File: src/rtl/mdc_pkg.sv
package mdc_pkg;

  typedef enum logic [1:0] {
    ADDR_CTRL  = 2'd0,
    ADDR_COUNT = 2'd1,
    ADDR_STAT  = 2'd2,
    ADDR_RSVD  = 2'd3
  } mdc_addr_e;

  // Control register fields: bit3 fast-clear, bit2 irq enable, bits1:0 prescale select
  typedef struct packed {
    logic       fast;
    logic       ien;
    logic [1:0] psel;
  } mdc_ctrl_t;

  localparam int unsigned CTRL_W = 4;
  localparam int unsigned PRE_W  = 4;

  // Terminal phase value for each prescale select (ratio minus one)
  function automatic logic [PRE_W-1:0] psel_term(input logic [1:0] sel);
    logic [PRE_W-1:0] t;
    unique case (sel)
      2'b00:   t = PRE_W'(0);
      2'b01:   t = PRE_W'(3);
      2'b10:   t = PRE_W'(7);
      default: t = PRE_W'(15);
    endcase
    return t;
  endfunction

endpackage

File: src/rtl/mdc_prescaler.sv
module mdc_prescaler
  import mdc_pkg::*;
(
  input  logic       clk,
  input  logic       rst_ni,
  input  logic       restart,
  input  logic [1:0] psel,
  output logic       tick
);

  logic [PRE_W-1:0] phase_q;
  logic [PRE_W-1:0] phase_d;
  logic [PRE_W-1:0] term;

  always_comb begin
    term = psel_term(psel);
    tick = (phase_q >= term);
    if (restart) begin
      phase_d = '0;
    end else if (tick) begin
      phase_d = '0;
    end else begin
      phase_d = phase_q + PRE_W'(1);
    end
  end

  always_ff @(posedge clk or negedge rst_ni) begin
    if (!rst_ni) begin
      phase_q <= '0;
    end else begin
      phase_q <= phase_d;
    end
  end

endmodule

File: src/rtl/mdc_counter.sv
module mdc_counter #(
  parameter int unsigned CW = 16
) (
  input  logic          clk,
  input  logic          rst_ni,
  input  logic          load,
  input  logic [CW-1:0] load_val,
  input  logic          tick,
  output logic [CW-1:0] count,
  output logic [CW-1:0] modulus,
  output logic          zero_hit
);

  logic [CW-1:0] cnt_q, cnt_d;
  logic [CW-1:0] mod_q, mod_d;
  logic          step;

  always_comb begin
    step     = tick && !load;
    zero_hit = step && (cnt_q == CW'(1));
    mod_d    = load ? load_val : mod_q;
    if (load) begin
      cnt_d = load_val;
    end else if (step) begin
      cnt_d = (cnt_q == '0) ? mod_q : (cnt_q - CW'(1));
    end else begin
      cnt_d = cnt_q;
    end
  end

  always_ff @(posedge clk or negedge rst_ni) begin
    if (!rst_ni) begin
      cnt_q <= '0;
      mod_q <= '0;
    end else begin
      cnt_q <= cnt_d;
      mod_q <= mod_d;
    end
  end

  assign count   = cnt_q;
  assign modulus = mod_q;

endmodule

File: src/rtl/mdc_flag.sv
module mdc_flag (
  input  logic clk,
  input  logic rst_ni,
  input  logic set,
  input  logic w1c_req,
  input  logic fast_mode,
  input  logic fast_rd_req,
  output logic flag
);

  logic flag_q, flag_d;
  logic clr;

  always_comb begin
    clr = fast_mode ? fast_rd_req : w1c_req;
    if (set) begin
      flag_d = 1'b1;
    end else if (clr) begin
      flag_d = 1'b0;
    end else begin
      flag_d = flag_q;
    end
  end

  always_ff @(posedge clk or negedge rst_ni) begin
    if (!rst_ni) begin
      flag_q <= 1'b0;
    end else begin
      flag_q <= flag_d;
    end
  end

  assign flag = flag_q;

endmodule

File: src/rtl/moddown_ctr.sv
module moddown_ctr
  import mdc_pkg::*;
#(
  parameter int unsigned CW = 16
) (
  input  logic          clk,
  input  logic          rst_n,
  input  logic [1:0]    bus_addr,
  input  logic          bus_wr,
  input  logic          bus_rd,
  input  logic [CW-1:0] bus_wdata,
  output logic [CW-1:0] bus_rdata,
  output logic          irq
);

  // Reset synchronizer: asserts asynchronously, releases on clk
  logic [1:0] rst_pipe_q;
  logic       rst_ni;

  always_ff @(posedge clk or negedge rst_n) begin
    if (!rst_n) begin
      rst_pipe_q <= 2'b00;
    end else begin
      rst_pipe_q <= {rst_pipe_q[0], 1'b1};
    end
  end
  assign rst_ni = rst_pipe_q[1];

  // Control register
  mdc_ctrl_t ctrl_q, ctrl_d;
  logic      wr_ctrl, wr_mod, wr_stat, rd_count;

  always_comb begin
    wr_ctrl  = bus_wr && (bus_addr == ADDR_CTRL);
    wr_mod   = bus_wr && (bus_addr == ADDR_COUNT);
    wr_stat  = bus_wr && (bus_addr == ADDR_STAT);
    rd_count = bus_rd && (bus_addr == ADDR_COUNT);
    ctrl_d   = wr_ctrl ? mdc_ctrl_t'(bus_wdata[CTRL_W-1:0]) : ctrl_q;
  end

  always_ff @(posedge clk or negedge rst_ni) begin
    if (!rst_ni) begin
      ctrl_q <= '0;
    end else begin
      ctrl_q <= ctrl_d;
    end
  end

  logic          tick;
  logic [CW-1:0] count, modulus;
  logic          zero_hit;
  logic          flag;

  mdc_prescaler u_pre (
    .clk     (clk),
    .rst_ni  (rst_ni),
    .restart (wr_mod),
    .psel    (ctrl_q.psel),
    .tick    (tick)
  );

  mdc_counter #(.CW(CW)) u_cnt (
    .clk      (clk),
    .rst_ni   (rst_ni),
    .load     (wr_mod),
    .load_val (bus_wdata),
    .tick     (tick),
    .count    (count),
    .modulus  (modulus),
    .zero_hit (zero_hit)
  );

  mdc_flag u_flag (
    .clk         (clk),
    .rst_ni      (rst_ni),
    .set         (zero_hit),
    .w1c_req     (wr_stat && bus_wdata[0]),
    .fast_mode   (ctrl_q.fast),
    .fast_rd_req (rd_count),
    .flag        (flag)
  );

  always_comb begin
    unique case (bus_addr)
      ADDR_CTRL:  bus_rdata = CW'(ctrl_q);
      ADDR_COUNT: bus_rdata = count;
      ADDR_STAT:  bus_rdata = CW'(flag);
      default:    bus_rdata = '0;
    endcase
  end

  assign irq = flag && ctrl_q.ien;

endmodule

File: config.mk
export PLATFORM = sky130hd
export DESIGN_NAME = moddown_ctr
export DESIGN_NICKNAME = d
export VERILOG_FILES = /design/src/rtl/mdc_pkg.sv /design/src/rtl/mdc_prescaler.sv /design/src/rtl/mdc_counter.sv /design/src/rtl/mdc_flag.sv /design/src/rtl/moddown_ctr.sv
export SDC_FILE = /design/constraint.sdc
export NUM_CORES = 1
export LEC_CHECK = 0
export BUFFER_PORTS_ARGS = -buffer_cell sky130_fd_sc_hd__buf_4
export CORE_MARGIN = 2
export CORE_UTILIZATION = 57
export DETAILED_ROUTE_END_ITERATION = 10
export PLACE_DENSITY = 0.8
export SLEW_MARGIN = 10
export SYNTH_ARGS = -nofsm -noshare
export SYNTH_HDL_FRONTEND = slang
export SYNTH_SLANG_ARGS = --single-unit
export TNS_END_PERCENT = 30
File: constraint.sdc
create_clock -name clk -period 2.2 [get_ports clk]
set_clock_uncertainty 0.1 [all_clocks]
set_input_delay 0.55 -clock clk [delete_from_list [all_inputs] [get_ports clk]]
set_output_delay 0.55 -clock clk [all_outputs]
set_load 0.02 [all_outputs]
# --- After elaboration in Yosys (flattened, before gate mapping) ---
# Cells that the tools add are included.
op_classes:
  reduce_logical: 14
  n_bitwise: 0
  n_addsub: 2
  magnitude_cmp: 1
  eq_ne: 5
  muxes: 10
  n_div: 0
  shifts: 0
  multipliers: 0
op_table:
  columns: ["cell", "n"]
  rows:
  - ["$mux W16", 3]
  - ["$pmux W16 S3", 1]
  - ["$eq A16 B1 Y1 const B", 1]
  - ["$logic_not A16 Y1", 1]
  - ["$sub A16 B1 Y16 const B", 1]
  - ["$pmux W4 S3", 1]
  - ["$logic_and A1 B1 Y1", 8]
  - ["$mux W4", 2]
  - ["$add A4 B1 Y4 const B", 1]
  - ["$eq A2 B1 Y1 const B", 2]
  - ["$eq A2 B2 Y1 const B", 2]
  - ["$ge A4 B4 Y1", 1]
  - ["$logic_not A2 Y1", 2]
  - ["$reduce_bool A2 Y1", 2]
  - ["$mux W1", 3]
  - ["$logic_not A1 Y1", 1]
word_totals:
  rom_bits: 0
  reg_bits: 43
  mem_bits_rw: 0
  memories: 0
  latch_bits: 0
  inputBits: 22

# --- Logic depth before layout (Yosys ltp) ---
# Gate-level depths: netlist (run 1).
depth:
  ltp_word: 6
  mapped_depth: 9

# --- Cells and area by module ---
# From an unflattened synthesis (run 1), not the netlist that was laid out.
unflattened:
  cells_unflattened: 257
  area_unflattened_um2: 2556.2
by_module_without_submodules:
  columns: ["module", "instances", "cells_each", "area_per_inst_um2"]
  rows:
  - ["mdc_counter", 1, 186, 1840.5]
  - ["moddown_ctr", 1, 40, 406.6]
  - ["mdc_prescaler", 1, 28, 266.5]
  - ["mdc_flag", 1, 3, 42.5]

# --- Worst setup path before layout (run 1) ---
# OpenSTA, ideal clock, no wires.
synth_timing:
  path_type: "flip-flop to flip-flop"
  start: "register ctrl_q[0] (netlist bit)"
  end: "register u_cnt.cnt_q[7] (netlist: u_cnt.count[7])"
  required_ps: 2018
  t_arrival_ps: 2381
  path_slack_ps: -363
  stages_incl_launch_ff: 9
  setup_time_ps: 82
  period_less_slack_ps: 2563
  path_buffers: 1
  path_cell_list: "dfrtp_1 or2_2 ha_1 nand2b_1 a2111oi_0 or2_2 clkbuf_1 o21ai_0 a31oi_1"
synth_via:
  elab_chain_len: 5
  elab_cells_between_ends: 7
  cone_classes: "order compare (1); eq/ne (2); mux (1); reduce/logical (3)"
synth_lines:
  columns: ["element", "line", "source"]
  rows:
  - ["start, declared", "moddown_ctr.sv:30", "mdc_ctrl_t ctrl_q, ctrl_d;"]
  - ["start signal, assigned", "moddown_ctr.sv:45", "ctrl_q <= ctrl_d;"]
  - ["$eq A2 B2 Y1 (tied with other cells)", "mdc_pkg.sv:23", "unique case (sel)"]
  - ["$pmux W4 S3 (*)", "mdc_pkg.sv:23", null]
  - ["$ge A4 B4 Y1 (*)", "mdc_prescaler.sv:17", "tick = (phase_q >= term);"]
  - ["$logic_and A1 B1 Y1 (*)", "mdc_counter.sv:19", "step = tick && !load;"]
  - ["$reduce_bool A2 Y1 (no source line) (*)", null, null]
  - ["end signal, assigned", "mdc_counter.sv:36", "cnt_q <= cnt_d;"]
  - ["end, declared", "mdc_counter.sv:14", "logic [CW-1:0] cnt_q, cnt_d;"]
# Every way passes the cells marked *; elsewhere a longest branch is shown, timed or not.
# A chain may end at the register's enable or synchronous reset.

# --- Worst setup path in the final report (run 1) ---
layout_timing:
  start: "register u_cnt.cnt_q[1] (netlist: u_cnt.count[1])"
  end: "register u_cnt.cnt_q[11] (netlist: u_cnt.count[11])"
layout_via:
  elab_chain_len: 4
  elab_cells_between_ends: 5
  cone_classes: "add/sub (1); mux (3); reduce/logical (1)"
layout_lines:
  columns: ["element", "line", "source"]
  rows:
  - ["$sub A16 B1 Y16 or $logic_not A16 Y1 (tied branches)", "mdc_counter.sv:25", "cnt_d = (cnt_q == '0) ? mod_q : (cnt_q - CW'(1));"]
  - ["$mux W16 (*)", "mdc_counter.sv:25", null]
  - ["$mux W16 (*)", "mdc_counter.sv:24", "end else if (step) begin"]
  - ["$mux W16 (*)", "mdc_counter.sv:22", "if (load) begin"]
# Every way passes the cells marked *; elsewhere a longest branch is shown, timed or not. The select of a mux whose other input is x is not followed.

==> metrics.txt, run 1 <==
status=complete, but fails checks; violated checks=negative setup slack; final core occ=between 80 and 90%; Max Buffers Root-to-Sink=2; synthesized area=approximately 2500 µm²; static leakage=about 1.7 nW; depth of the most critical reg-to-reg path=7; largest net degree at the start of global routing=42; layout filler cell count=280; core area=4320 µm²; WL final=~7400 µm; RSZ-0062 raised after global routing=yes; yosys warns=0; Initial DRC Count=just over 300; per-cell routed wire length=17.2 µm; Tightest Pin Transition=between 0.5 and 0.6 ns; syn_nets=~330; Syn Area/Cell=8.59 µm²; TNS Setup=-0.984 ns; diode count=0; via count=2609; # rows=24; Worst EP required=between 2 and 2.5 ns; Worst Slack Setup Final=-0.145 ns; f_max=approximately 430 MHz; Remaining DRCs=0; initial antenna violation count=0; # H-tree levels=2; Post-Synthesis Cells=just under 300; post-synthesis cell type count=54; chip height=between 70 and 80 µm; Final min period=about 2.3 ns; post-synthesis sequential area ratio=between 40% and 50%; asr flop ratio synth=100%; CP endpoint kind=flip-flop; Hold Violations, Final=0; overall die width=roughly 71 µm; cell-internal power=between 2 and 2.5 mW; final period utilization=107%; first drt pass iteration count=5; I/O pin count=39; Final setup viols=12; Pwr Total=4.11 mW; Post-synth top cells=nand2_1 (59), dfrtp_1 (43), nor2_1 (25); Via-to-Cell Ratio=roughly 6; Post-synth EDFFs=0; sequential share of power=approximately 28%; Yosys top cell by area=dfrtp_1; critical path type=flip-flop to flip-flop; max capacitance violation total=0; share of cells above drive strength 1=approximately a third; GRT Resource Usage Total=a little under a third; clock sinks=43; VDD IR max=0.000555 V; Post-DP HPWL=approximately 5000 µm; Main synth FF type=dfrtp_1; WP data arrival=about 2.5 ns; Starting Density=approximately three fifths; Final #Nets=between 400 and 500; Synth top area share=~42%; switching share of total power=39.2%; Comb power frac=around 56%; Worst Path Max Fanout=8; TritonCTS clock tree=yes; hold crit path type=flip-flop to async pin; reg2reg end=u_cnt.count[11]; Synth area leaders=dfrtp_1 (42%), nand2_1 (8.7%), and2_1 (3.9%); Root Buffer=clkbuf_8; routability cong.=between 0.9 and 1; Yosys reg bits=43; GRT overflow=0; Clk pwr share=between 15 and 20%; Area growth, synth to finish=38.6%; Slew headroom=between 60% and 70%; most frequent cell after synthesis=nand2_1; pwr dens=roughly 1200 nW/µm²; die area=around 5000 µm²; worst flop-to-flop path startpoint=u_cnt.count[1]; antenna-violating nets left=0; CTS Buf Count=5; flop-to-flop setup slack=-0.14 ns; Net Switching=about 1.6 mW; first-pass GRT wire length=about 12000 µm; Clock Latency Late Sink=0.31 ns; vias in the first global route=approximately 2500; IO Port Bufs=38; Slew Viols, Final=0; clk slew on worst S/H paths=around 0.080 ns; Critical Path Source Type=flip-flop
worst max-delay path, stage by stage (launching register included):
cell and delay [ns]:
dfrtp_1 0.40, inv_2 0.09, ha_4 0.14, or4b_4 0.49, or4_4 0.50, and3_4 0.22
o32ai_2 0.20, o21a_1 0.15
per-stage QoR:
| stage | hold slack [ns] | area, µm² | setup WS [ns] | instances |
|---|---|---|---|---|
| 6_report | 0.224 | 3530 | -0.145 | 433 |
| 5_1_grt | 0.276 | 3530 | -0.198 | 433 |
| 4_1_cts | 0.238 | 3440 | -0.102 | 429 |
| 3_5_place_dp | 0.231 | 3240 | -0.377 | 419 |
| 3_3_place_gp | 0.227 | 3240 | -0.299 | 419 |
| 2_1_floorplan | 0.154 | 2580 | -0.151 | 296 |
state kept, by name, summed over array words and instances (netlist names):
| register | count |
|---|---|
| ctrl_q | 4 |
| rst_pipe_q | 2 |
| u_cnt.count | 16 |
| u_cnt.modulus | 16 |
| u_flag.flag | 1 |
| u_pre.phase_q | 4 |
what timing repair did:
action | CTS | global route
buffers inserted | 1 | 3
gates cloned | 0 | 1
pin swaps | 5 | 6
endpoints found under the hold margin | 2 | 0
hold buffers | 1 | 0
setup endpoints to repair | 18 | 23
resized for setup | 13 | 15
worst max-delay path by stage:
stage                   startpoint              end  slack, ns  cells after the start
finish              u_cnt.count[1]  u_cnt.count[11]      -0.14                      7
global route        u_cnt.count[1]   u_cnt.count[2]      -0.20                      8
CTS                 u_cnt.count[0]  u_cnt.count[11]      -0.10                      7
detailed placement       ctrl_q[0]  u_cnt.count[15]      -0.38                      7
global placement         ctrl_q[0]  u_cnt.count[15]      -0.30                      7
floorplan           u_cnt.count[4]  u_cnt.count[11]      -0.15                      7
metal layers:
metal	wire, µm	global-route usage (%)
met2	3590	48.1
met4	156	12.2
met1	3240	41.6
met3	464	4.70
met5	0	0
cell type report:
class	count	area (µm²)	area share (%)
sequential	43	1080	30.5
timing repair buffer	95	739	21.0
clock inverter	2	35.0	0.994
inverter	8	30.0	0.852
clock buffer	6	82.6	2.34
multi-input combinational	227	1500	42.5
tap	52	65.1	1.85
kinds of logic after synthesis:
| group | synth area share [%] |
|---|---|
| simple gates | 29.5 |
| compound gates | 15.0 |
| flops | 42.3 |
| xor+xnor | 1.38 |
| buf+inv | 4.53 |
| other cells | 0.147 |
| mux | 3.30 |
| fa+ha+maj | 3.94 |
layout by cell type (no fill, tap or decap), drive strengths merged, types with 3 or more instances in the layout:
master  netlist  routed
buf           6      94
nand2        59      59
dfrtp        43      43
nor2         25      25
o21ai        18      18
and2         16      16
nor3         11      11
inv           8       8
ha            8       8
or4           7       7
clkbuf       12       6
mux2i         5       5
a21oi         5       5
a31oi         5       5
nor4          5       5
nand2b        5       5
nand3         4       4
and3          4       4
o21a          3       3
o31ai         3       3
mux2          3       3
or3           3       3
o221ai        3       3
power by group through the flow:
stage / registers [mW] / clock network (mW) / logic [mW]
after floorplan: 1.19 / 0 / 1.04
after global placement: 1.14 / 0 / 1.92
after detailed placement: 1.15 / 0 / 1.97
after CTS: 1.13 / 0.649 / 2.14
after global routing: 1.17 / 0.676 / 2.49
final: 1.15 / 0.648 / 2.32
No activity file was read; power rests on OpenSTA's default activity.
==> run 2, diff against run 1 <==
- ABC_AREA: not set -> 1
==> run 2 against run 1 <==
Against the previous run:
- the run now ends clean
- fmax up 16%
- clock power is 11% lower
- combinational power down 25%
- sequential share of layout area rose by 3.7 points
- synthesized cell count rose by 31%
- area after synthesis up 3.6%
- cell count up 12%
- final area fell by 11%
- routed wire length shrank 16%
- first-iteration DRC count fell by 43%
==> metrics.txt, run 2 <==
die area=roughly 5200 µm²; Synth area leaders=dfrtp_1 (41%), nand2_1 (18%), nor2_1 (8.8%); depth of the most critical reg-to-reg path=10; largest net degree at the start of global routing=between 40 and 50; hold crit path type=flip-flop to async pin; Final min period=approximately 2.0 ns; Area growth, synth to finish=19.1%; vias in the first global route=roughly 2500; Starting Density=59.7%; per-cell routed wire length=about 13 µm; initial antenna violation count=0; post-synthesis cell type count=29; CTS Buf Count=5; VDD IR max=0.000689 V; WP data arrival=~1.4 ns; layout filler cell count=roughly 360; share of cells above drive strength 1=between 10% and 20%; most frequent cell after synthesis=nand2_1; syn_nets=~420; Hold WS=0.208 ns; Post-Synthesis Cells=just under 400; main combinational cell family by area after synthesis=simple AND/OR/NAND/NOR gates; GRT Resource Usage Total=27.1%; Post-synth top cells=nand2_1 (124), nor2_1 (62), inv_1 (54); IO Port Bufs=38; # rows=24; yosys warns=0; first drt pass iteration count=5; Slew headroom=between 60% and 70%; # H-tree levels=2; clock sinks=43; overall die width=72.0 µm; Post-synth EDFFs=0; Yosys reg bits=43; post-synthesis mux area share=0%; Yosys top cell by area=dfrtp_1; Remaining DRCs=0; post-synthesis sequential area ratio=40.8%; Synth Area in XOR/XNOR=less than 1%; Synth top area share=approximately two fifths; Simple-Gate Fraction of Synth Area=34.3%; antenna-violating nets left=0; pwr dens=roughly 1100 nW/µm²; Final setup viols=0; asr flop ratio synth=100%; most common cell after layout, fill and taps aside=nand2_1; diode count=0; synthesized area=between 2000 and 3000 µm²; post-route cell area=3140 µm²; critical path type=input port to output pin; first-pass GRT wire length=11100 µm; WL final=6240 µm; Final #Nets=~460; Initial DRC Count=roughly 170; Synth Area in Compound Gates=roughly a tenth; final period utilization=a little over 90%; GRT overflow=0; Critical Path Source Type=input port; Max Buffers Root-to-Sink=2; Main synth FF type=dfrtp_1; Worst EP required=around 1.6 ns; CP endpoint kind=output pin; area of placed instances=3010 µm²; via count=around 2500; Clock Latency Late Sink=around 0.31 ns; Via-to-Cell Ratio=between 5 and 6; Tightest Pin Transition=0.538 ns; chip height=72.0 µm; Post-DP HPWL=around 4500 µm; final core occ=just over 70%; routability cong.=just under 0.9; most frequent cells in the layout=nand2_1 (124), nor2_1 (61), inv_1 (53); Slew Viols, Final=0; Hold Violations, Final=0; status=complete, no violations; TritonCTS clock tree=yes; max capacitance violation total=0; I/O pin count=39; Worst Path Max Fanout=8; clk slew on worst S/H paths=0.09 ns; core area=between 4000 and 5000 µm²; Syn Area/Cell=roughly 7 µm²; f_max=495 MHz; Post-Synth Adder-Cell Area=under 10%; static leakage=between 1.5 and 2 nW; Root Buffer=clkbuf_8
==> run 2: cell count changes after synthesis, sizes merged, moves of 10 or more <==
cell / change
nand2: +68
inv: +47
nor2: +41
nand3: +19
and2: -15
o21ai: +12
nor3: -10
==> run 2: path summary, 6_finish.rpt <==
kind                                from                 to  slack (ns)
max in group asynchronous  rst_pipe_q[1]  u_cnt.modulus[15]        1.41
min reg2reg                rst_pipe_q[1]     u_cnt.count[3]        0.21
max                          bus_addr[1]       bus_rdata[6]        0.18
max reg2reg                    ctrl_q[1]     u_cnt.count[7]        0.22
min in group clk           rst_pipe_q[0]      rst_pipe_q[1]        0.26
min                        rst_pipe_q[1]     u_cnt.count[3]        0.21
==> run 2: final cells by class <==
class,count,area (µm²),area share (%)
multi-input cells,281,1330,42.2
repair buffers,46,360,11.5
clock inverters,1,7.51,0.239
well taps,52,65.1,2.07
inverters,56,210,6.69
clock buffers,7,96.3,3.07
flip-flops and latches,43,1080,34.3
==> run 2: logic make-up after synthesis <==
| kind of cell | after synthesis |
|---|---|
| simple gates | 219 |
| fa+ha+maj | 8 |
| flops | 43 |
| compound gates | 50 |
| other cells | 1 |
| xor+xnor | 3 |
| buf+inv | 63 |
==> run 2: where the power goes <==
part	internal [mW]	total (mW)	switching, mW	leakage [nW]
logic	0.653	1.73	1.07	1.14
clock network	0.286	0.575	0.290	0.0505
registers	1.01	1.23	0.212	0.529
==> run 2: what timing repair did <==
item / 4_1_cts / 5_1_grt
endpoints found under the setup margin: 0 / 11
buffers inserted: 0 / 0
endpoints found under the hold margin: 2 / 0
gates resized for setup: 0 / 4
hold buffers: 1 / 0
==> run 2: worst max-delay path: stages <==
cell and delay [ns]:
buf_4 0.12, nor2_2 0.16, inv_2 0.12, buf_4 0.17, nor2_1 0.09, buf_4 0.15
==> run 2: routing by layer <==
| metal | up-vias | wire [µm] | GRT usage, % |
|---|---|---|---|
| met5 | - | 0 | 0 |
| li1 | 1285 | - | - |
| met3 | 9 | 347 | 4.72 |
| met1 | 1151 | 2870 | 37.1 |
| met2 | 83 | 2930 | 44.3 |
| met4 | 0 | 95 | 8.18 |
==> run 2: per-stage QoR <==
stage | TNS (ns) | instances | setup slack [ns] | power (mW)
floorplan | 0 | 387 | 0.230 | 2.41
global placement | 0 | 477 | 0.132 | 2.83
detailed placement | 0 | 477 | 0.110 | 2.90
CTS | 0 | 486 | 0.0932 | 3.49
global route | -0.00576 | 486 | -0.00576 | 3.86
finish | 0 | 486 | 0.181 | 3.53
